## src/rtl/mpcp_pkg.sv

```systemverilog
package mpcp_pkg;

    typedef enum logic [3:0] {
        S_IDLE, S_REJ,
        S_C80, S_A0, S_D0, S_C11, S_W11, S_B11,
        S_C81, S_A1, S_D1, S_CFIN, S_WFIN, S_BFIN,
        S_DONE
    } seq_st_t;

    typedef enum logic [1:0] {K_CMD, K_ADR, K_DAT} cyc_kind_t;

    typedef enum logic [1:0] {E_IDLE, E_LOW, E_HIGH} eng_st_t;

    localparam logic [7:0] CMD_LOAD0 = 8'h80;
    localparam logic [7:0] CMD_DUMMY = 8'h11;
    localparam logic [7:0] CMD_LOAD1 = 8'h81;
    localparam logic [7:0] CMD_CACHE = 8'h15;
    localparam logic [7:0] CMD_FINAL = 8'h10;

endpackage

```

## src/rtl/mpcp_addr_chk.sv

```systemverilog
module mpcp_addr_chk #(
    parameter int BLK_W = 18
) (
    input  logic [BLK_W-1:0] blk0,
    input  logic [BLK_W-1:0] blk1,
    output logic             plane_ok,
    output logic             block_ok
);
    // bit 0 of each slice is the plane select; the rest must match
    assign plane_ok = !blk0[0] && blk1[0];
    assign block_ok = (blk0[BLK_W-1:1] == blk1[BLK_W-1:1]);
endmodule

```

## src/rtl/mpcp_bus_cycle.sv

```systemverilog
module mpcp_bus_cycle
    import mpcp_pkg::*;
#(
    parameter int CNT_W = 4
) (
    input  logic             clk,
    input  logic             rst_n,
    input  logic             go,
    input  cyc_kind_t        kind,
    input  logic [7:0]       byte_in,
    input  logic [CNT_W-1:0] low_clks,
    output logic             rdy,
    output logic             idle,
    output logic             cle,
    output logic             ale,
    output logic             we_n,
    output logic [7:0]       io
);
    eng_st_t          st;
    logic [CNT_W-1:0] cnt;
    cyc_kind_t        kind_q;
    logic [7:0]       io_q;

    always_ff @(posedge clk or negedge rst_n) begin
        if (!rst_n) begin
            st     <= E_IDLE;
            cnt    <= '0;
            kind_q <= K_CMD;
            io_q   <= '0;
        end else begin
            unique case (st)
                E_IDLE, E_HIGH: begin
                    if (go) begin
                        st     <= E_LOW;
                        cnt    <= (low_clks == '0) ? '0 : low_clks - 1'b1;
                        kind_q <= kind;
                        io_q   <= byte_in;
                    end else begin
                        st <= E_IDLE;
                    end
                end
                E_LOW: begin
                    if (cnt == '0) st <= E_HIGH;
                    else           cnt <= cnt - 1'b1;
                end
                default: st <= E_IDLE;
            endcase
        end
    end

    always_comb begin
        rdy  = (st != E_LOW);
        idle = (st == E_IDLE);
        we_n = (st != E_LOW);
        cle  = (st != E_IDLE) && (kind_q == K_CMD);
        ale  = (st != E_IDLE) && (kind_q == K_ADR);
        io   = (st != E_IDLE) ? io_q : 8'h00;
    end


    io_hold_chk: assert property (@(posedge clk) disable iff (!rst_n)
        (!we_n && $past(!we_n)) |-> $stable(io));
endmodule

```

## src/rtl/mpcp_pair_seq.sv

```systemverilog
module mpcp_pair_seq
    import mpcp_pkg::*;
#(
    parameter int LEN_W     = 12,
    parameter int CNT_W     = 4,
    parameter int PAGE_BITS = 6
) (
    input  logic             clk,
    input  logic             rst_n,
    input  logic             req_valid,
    output logic             req_ready,
    input  logic [39:0]      req_addr0,
    input  logic [39:0]      req_addr1,
    input  logic [LEN_W-1:0] req_len0,
    input  logic [LEN_W-1:0] req_len1,
    input  logic             req_last,
    input  logic [CNT_W-1:0] strobe_clks,
    input  logic [7:0]       dat_in,
    output logic             dat_plane,
    output logic [LEN_W-1:0] dat_idx,
    output logic             dat_take,
    output logic             nand_cle,
    output logic             nand_ale,
    output logic             nand_we_n,
    output logic [7:0]       nand_io,
    input  logic             nand_rb_n,
    output logic             seq_done,
    output logic             seq_err
);
    localparam int ADDR_W    = 40;
    localparam int ADDR_CYC  = ADDR_W / 8;
    localparam int PLANE_POS = 16 + PAGE_BITS;
    localparam int BLK_W     = ADDR_W - PLANE_POS;
    localparam logic [2:0] ACNT_LAST = 3'(ADDR_CYC - 1);

    seq_st_t          st, st_d;
    logic [ADDR_W-1:0] a0_q, a1_q;
    logic [LEN_W-1:0] len0_q, len1_q;
    logic             last_q;
    logic [2:0]       acnt;
    logic [LEN_W-1:0] dcnt;

    logic             plane_ok, block_ok;
    logic             eng_go, eng_rdy, eng_idle;
    cyc_kind_t        eng_kind;
    logic [7:0]       eng_byte;
    logic             dat_last;

    mpcp_addr_chk #(.BLK_W(BLK_W)) u_chk (
        .blk0     (req_addr0[ADDR_W-1:PLANE_POS]),
        .blk1     (req_addr1[ADDR_W-1:PLANE_POS]),
        .plane_ok (plane_ok),
        .block_ok (block_ok)
    );

    mpcp_bus_cycle #(.CNT_W(CNT_W)) u_eng (
        .clk      (clk),
        .rst_n    (rst_n),
        .go       (eng_go),
        .kind     (eng_kind),
        .byte_in  (eng_byte),
        .low_clks (strobe_clks),
        .rdy      (eng_rdy),
        .idle     (eng_idle),
        .cle      (nand_cle),
        .ale      (nand_ale),
        .we_n     (nand_we_n),
        .io       (nand_io)
    );

    function automatic logic [7:0] addr_byte(input logic [ADDR_W-1:0] a, input logic [2:0] i);
        logic [ADDR_W-1:0] s;
        s = a >> (i * 8);
        return s[7:0];
    endfunction

    // state register
    always_ff @(posedge clk or negedge rst_n) begin
        if (!rst_n) st <= S_IDLE;
        else        st <= st_d;
    end

    // request capture and cycle counters
    always_ff @(posedge clk or negedge rst_n) begin
        if (!rst_n) begin
            a0_q <= '0; a1_q <= '0; len0_q <= '0; len1_q <= '0;
            last_q <= 1'b0; acnt <= '0; dcnt <= '0;
        end else begin
            if (st == S_IDLE && req_valid) begin
                a0_q   <= req_addr0;
                a1_q   <= req_addr1;
                len0_q <= req_len0;
                len1_q <= req_len1;
                last_q <= req_last;
            end
            if (eng_go && eng_kind == K_ADR)
                acnt <= (acnt == ACNT_LAST) ? '0 : acnt + 1'b1;
            if (eng_go && eng_kind == K_DAT)
                dcnt <= dat_last ? '0 : dcnt + 1'b1;
        end
    end

    assign dat_last = (st == S_D0) ? (dcnt == len0_q - 1'b1) : (dcnt == len1_q - 1'b1);

    // next state and issue
    always_comb begin
        st_d     = st;
        eng_go   = 1'b0;
        eng_kind = K_CMD;
        eng_byte = 8'h00;
        unique case (st)
            S_IDLE: if (req_valid && nand_rb_n) st_d = (plane_ok && block_ok) ? S_C80 : S_REJ;
            S_REJ:  st_d = S_IDLE;
            S_C80: if (eng_rdy) begin
                eng_go = 1'b1; eng_byte = CMD_LOAD0; st_d = S_A0;
            end
            S_A0: if (eng_rdy) begin
                eng_go = 1'b1; eng_kind = K_ADR; eng_byte = addr_byte(a0_q, acnt);
                if (acnt == ACNT_LAST) st_d = (len0_q == '0) ? S_C11 : S_D0;
            end
            S_D0: if (eng_rdy) begin
                eng_go = 1'b1; eng_kind = K_DAT; eng_byte = dat_in;
                if (dat_last) st_d = S_C11;
            end
            S_C11: if (eng_rdy) begin
                eng_go = 1'b1; eng_byte = CMD_DUMMY; st_d = S_W11;
            end
            S_W11: if (eng_idle) st_d = S_B11;
            S_B11: if (nand_rb_n) st_d = S_C81;
            S_C81: if (eng_rdy) begin
                eng_go = 1'b1; eng_byte = CMD_LOAD1; st_d = S_A1;
            end
            S_A1: if (eng_rdy) begin
                eng_go = 1'b1; eng_kind = K_ADR; eng_byte = addr_byte(a1_q, acnt);
                if (acnt == ACNT_LAST) st_d = (len1_q == '0) ? S_CFIN : S_D1;
            end
            S_D1: if (eng_rdy) begin
                eng_go = 1'b1; eng_kind = K_DAT; eng_byte = dat_in;
                if (dat_last) st_d = S_CFIN;
            end
            S_CFIN: if (eng_rdy) begin
                eng_go = 1'b1; eng_byte = last_q ? CMD_FINAL : CMD_CACHE; st_d = S_WFIN;
            end
            S_WFIN: if (eng_idle) st_d = S_BFIN;
            S_BFIN: if (nand_rb_n) st_d = S_DONE;
            S_DONE: st_d = S_IDLE;
            default: st_d = S_IDLE;
        endcase
    end

    // outputs
    always_comb begin
        req_ready = (st == S_IDLE);
        seq_done  = (st == S_DONE);
        seq_err   = (st == S_REJ);
        dat_plane = (st == S_D1);
        dat_idx   = dcnt;
        dat_take  = eng_go && (eng_kind == K_DAT);
    end


    rb_gate_chk: assert property (@(posedge clk) disable iff (!rst_n)
        !nand_rb_n |-> !eng_go);


    rej_quiet_chk: assert property (@(posedge clk) disable iff (!rst_n)
        seq_err |-> (nand_we_n && !nand_cle && !nand_ale));


    done_after_rb_chk: assert property (@(posedge clk) disable iff (!rst_n)
        seq_done |-> $past(nand_rb_n));


    addr_wrap_chk: assert property (@(posedge clk) disable iff (!rst_n)
        (st == S_D0 || st == S_D1 || st == S_C11 || st == S_CFIN) |-> (acnt == 3'd0));
endmodule

```

## config.mk

```make
export PLATFORM = sky130hd
export DESIGN_NAME = mpcp_pair_seq
export DESIGN_NICKNAME = d
export VERILOG_FILES = /design/src/rtl/mpcp_pkg.sv /design/src/rtl/mpcp_addr_chk.sv /design/src/rtl/mpcp_bus_cycle.sv /design/src/rtl/mpcp_pair_seq.sv
export SDC_FILE = /design/constraint.sdc
export NUM_CORES = 1
export LEC_CHECK = 0
export CELL_PAD_IN_SITES_DETAIL_PLACEMENT = 1
export CELL_PAD_IN_SITES_GLOBAL_PLACEMENT = 2
export CORE_MARGIN = 2
export CORE_UTILIZATION = 37
export DETAILED_ROUTE_END_ITERATION = 7
export PLACE_DENSITY = 0.92
export SETUP_SLACK_MARGIN = 0.4
export SYNTH_ARGS = -nofsm -noshare
export SYNTH_HDL_FRONTEND = slang
export SYNTH_SLANG_ARGS = --single-unit
```

## constraint.sdc

```tcl
create_clock -name clk -period 10 [get_ports clk]
set_clock_uncertainty 0.05 [all_clocks]
set_input_delay 1 -clock clk [delete_from_list [all_inputs] [get_ports clk]]
set_output_delay 1 -clock clk [all_outputs]
set_load 0.05 [all_outputs]
```

==> metrics.md <==
| Metric | Value |
|---|---|
| Synth Warn # | `0` |
| Hold path depth | `1` |
| Synth Area in XOR/XNOR | `4.861%` |
| CP Cell Sequence | `or4b_1 > mux2i_1 > ha_1 > nor3b_1 > nand2_1 > o31a_1 > nor4_1 > o21ai_0 > nor3_2 > nor3_1` |
| Relative slew margins | `between 20% and 30%` |
| DRC | `0` |
| Slew at the pin closest to its max-slew limit | `between 1 and 1.5 ns` |
| Yosys top cell by area | `dfrtp_1` |
| Post-Layout Inst Area | `just under 10000 sq um` |
| Post-synthesis mux area share | `around 23%` |
| Clock Latency Late Sink | `0.43 ns` |
| Hold-fix buffers, CTS | `0` |
| DP HPWL | `roughly 17000 microns` |
| Total power | `3.158 mW` |
| Achievable frequency | `around 210 MHz` |
| Post-synthesis simple-gate area fraction | `a little under an eighth` |
| Post-layout min period | `4.737 ns` |
| Most common cell after layout, fill and taps aside | `clkdlybuf4s50_1` |
| CTS root buf | `clkbuf_16` |
| Reg2reg path depth | `10` |
| DRT Pass-1 Iters | `4` |
| Routed Antenna Nets | `0` |
| RSZ-0062 raised after global routing | `false` |
| Crit-path max cell delay | `between 0.9 and 1 ns` |
| Power Density | `about 320 nW/um^2` |
| Finished Core Util | `about half` |
| Psw | `1.254 mW` |
| Hold Crit Class | `reg -> reg` |
| Avg Cell Area, Syn | `between 10 and 15 sq um` |
| N_diodes | `0` |
| Main combinational cell family by area after synthesis | `multiplexers` |
| Lkg Pwr | `3.942 nW` |
| Die Span Y | `roughly 150 microns` |
| Post-CTS sizing | `0` |
| Largest net degree at the start of global routing | `between 70 and 80` |
| Worst VDD drop | `~0.00015 V` |
| RR Startpoint | `st[2]` |
| Req. time, crit path | `a little over 10 ns` |
| Cell Int Power | `approximately 1.9 mW` |
| Slew Limit Fails | `0` |
| Vias in the first global route | `about 6600` |
| WL per Instance | `roughly 22 microns` |
| Drt first-iter violations | `roughly 330` |
| Syn nets | `slightly below 800` |
| Worst Path Max Fanout | `28` |
| Main area contributors after synthesis | `dfrtp_1 (46%), mux2_2 (16%), mux4_2 (5.1%), xnor2_1 (3.7%), nor2_1 (2.3%)` |
| Synth Register Bits | `140` |
| Global-route wire length before repair | `approximately 37000 microns` |
| Syn Inst Count | `656` |
| Adder-Cell Fraction of Synth Area | `0.8267%` |
| Worst Slack Setup Final | `approximately 5.3 ns` |
| Max Cap Viol | `0` |
| Outcome | `finished clean` |
| Worst EP arrival | `between 4 and 5 ns` |
| Global-route met2 utilization | `about 39%` |
| WS Path Type | `reg -> reg` |
| Clk network pwr share | `between 20% and 30%` |
| Layout cells sized above 1 | `~22%` |
| Syn-to-layout area delta | `30.11%` |
| Total placed cells including tap cells | `between 1000 and 1500` |
| Port bufs | `148` |
| Tot GR Track Use | `22.10%` |
| Primary FF master, synth | `dfrtp_1` |
| Final setup vio count | `0` |
| Worst setup slack after placement | `~5.3 ns` |
| Die width | `around 150 microns` |
| H-Tree Depth | `4` |
| CP Buf/Inv Count | `0` |
| DP Area | `~9000 sq um` |
| Grt met1 use | `a little over a quarter` |
| Hold slack | `about 0.44 ns` |
| Avg Vias per Cell | `approximately 5.6` |
| Worst reg-to-reg setup slack | `around 5.3 ns` |
| Mapped Area | `7567 sq um` |
| HP Start | `u_eng.io_q[4]` |
| Async SR Flop Fraction | `100.0%` |
| Worst-path clk slew | `roughly 0.06 ns` |
| Share of total power in sequential cells | `35.4%` |
| Initial antenna violation count | `0` |
| Row count | `52` |
| Reg-to-Reg End | `dat_idx[2]` |
| Clock Tree Buf Depth | `2` |
| Initial Util | `between 30% and 40%` |
| Core area | `20170 sq um` |
| Final worst-path cycle share | `between 40 and 50%` |
| Die Area | `approximately 22000 sq um` |
| Setup TNS | `0 ns` |
| Synth Area in Compound Gates | `between 10% and 20%` |
| Seq/Total Area, Yosys | `46.30%` |
| Non-Filler Instances | `1069` |
| Met3 Track Usage GR | `~5.4%` |
| Comb power frac | `~44%` |
| Final Hold Fails | `0` |
| RD Place Congestion | `about 0.84` |
| Grt peak-use layer | `met2` |
| Worst Setup End Kind | `flop` |
| # Post-CTS Setup Buffers | `0` |
| Post-synth EDFFs | `0` |
| Most frequent cells in the layout | `clkdlybuf4s50_1 (147), dfrtp_1 (140), mux2_2 (108), nor2_1 (46), xnor2_1 (32)` |
| Hold endpoint | `u_eng.io_q[4]` |
| Total grt overflow | `0` |
| Crit path max-delay family | `simple AND/OR/NAND/NOR gates` |
| Layout filler cell count | `between 2000 and 2500` |
| Synth cell types | `just over 60` |
| Switching Fraction | `between 30% and 40%` |
| Cts bufs inserted | `17` |
| Final WL | `roughly 23000 microns` |
| TritonCTS Sinks | `between 100 and 150` |
| Crit path launch type | `flop` |
| Synth top area share | `roughly 46%` |
| DR vias | `~5900` |
| # IOs | `approximately 150` |
| Fin nets | `around 900` |
| CTS tree | `done` |
| Highest-delay cell along the critical path | `or4b_1` |
## power groups by stage
| stage | combinational, mW | clock, mW | sequential, mW |
|---|---|---|---|
| after floorplan | 1.08 | 0 | 0.981 |
| after global placement | 1.32 | 0 | 1.08 |
| after detailed placement | 1.38 | 0 | 1.12 |
| after CTS | 1.40 | 0.664 | 1.11 |
| after global routing | 1.51 | 0.690 | 1.16 |
| final | 1.39 | 0.653 | 1.12 |
## kinds of logic after synthesis
kind of cell,Yosys count
and+or+nand+nor,167
DFF,140
muxes,137
AOI/OAI and AO/OA,111
buffers and inverters,54
xor gates and xnor gates,42
adders and majority gates,5
## metal layers
layer	vias to the layer above	share of wire [%]
li1	2691	-
met1	3066	41
met2	154	51
met3	32	5.5
met4	0	2.3
met5	-	0
## worst register-to-register path: stages (launching register included)
cell	delay, ns
dfrtp_1	0.83
or4b_1	0.99
mux2i_1	0.43
ha_1	0.25
nor3b_1	0.38
nand2_1	0.14
o31a_1	0.27
nor4_1	0.33
o21ai_0	0.17
nor3_2	0.60
nor3_1	0.14
## cell usage after synthesis (4+ instances only)
| master | count |
|---|---|
| a22oi_1 | 6 |
| nor2_1 | 46 |
| dfrtp_1 | 140 |
| a22o_1 | 11 |
| nor3_1 | 15 |
| inv_1 | 11 |
| o21ai_0 | 24 |
| xnor2_1 | 32 |
| a21oi_1 | 19 |
| or3_1 | 8 |
| mux2_2 | 108 |
| o31ai_1 | 8 |
| a211oi_1 | 6 |
| buf_6 | 4 |
| ha_1 | 5 |
| nand2_1 | 17 |
| nor3b_1 | 5 |
| mux2i_1 | 11 |
| clkbuf_1 | 30 |
| xor2_1 | 10 |
| or4_1 | 8 |
| and2_1 | 12 |
| nand3_1 | 18 |
| buf_1 | 6 |
| a222oi_1 | 4 |
| mux4_2 | 17 |
| nand4_1 | 6 |
| nor4_1 | 7 |
| o22ai_1 | 5 |
| and3_1 | 4 |
## how the worst max path moves through the flow
stage | start | end | depth (start not counted)
floorplan | st[3] | dat_take | 5
global placement | st[2] | dat_idx[2] | 10
detailed placement | st[2] | dat_idx[2] | 10
CTS | st[2] | dat_take | 5
global route | st[2] | dat_idx[2] | 10
finish | st[2] | dat_idx[2] | 10
## layout make-up
cell class              count  area (sq um)  share of cell area, %
flip-flops and latches    140          3503                  35.58
multi-input cells         462          3835                  38.95
well taps                 270         337.8                  3.431
inverters                  11         41.29                 0.4194
clock inverters            15         175.2                  1.779
repair buffers            154          1528                  15.52
clock buffers              17         425.4                  4.321
## sequential cells by signal, summed over array words and instances (netlist names), 3 cells and up
signal	count
a0_q	40
a1_q	40
dat_idx	12
len0_q	12
len1_q	12
u_eng.io_q	8
st	4
u_eng.cnt	4
acnt	3
Power figures use the tool's default switching activity.
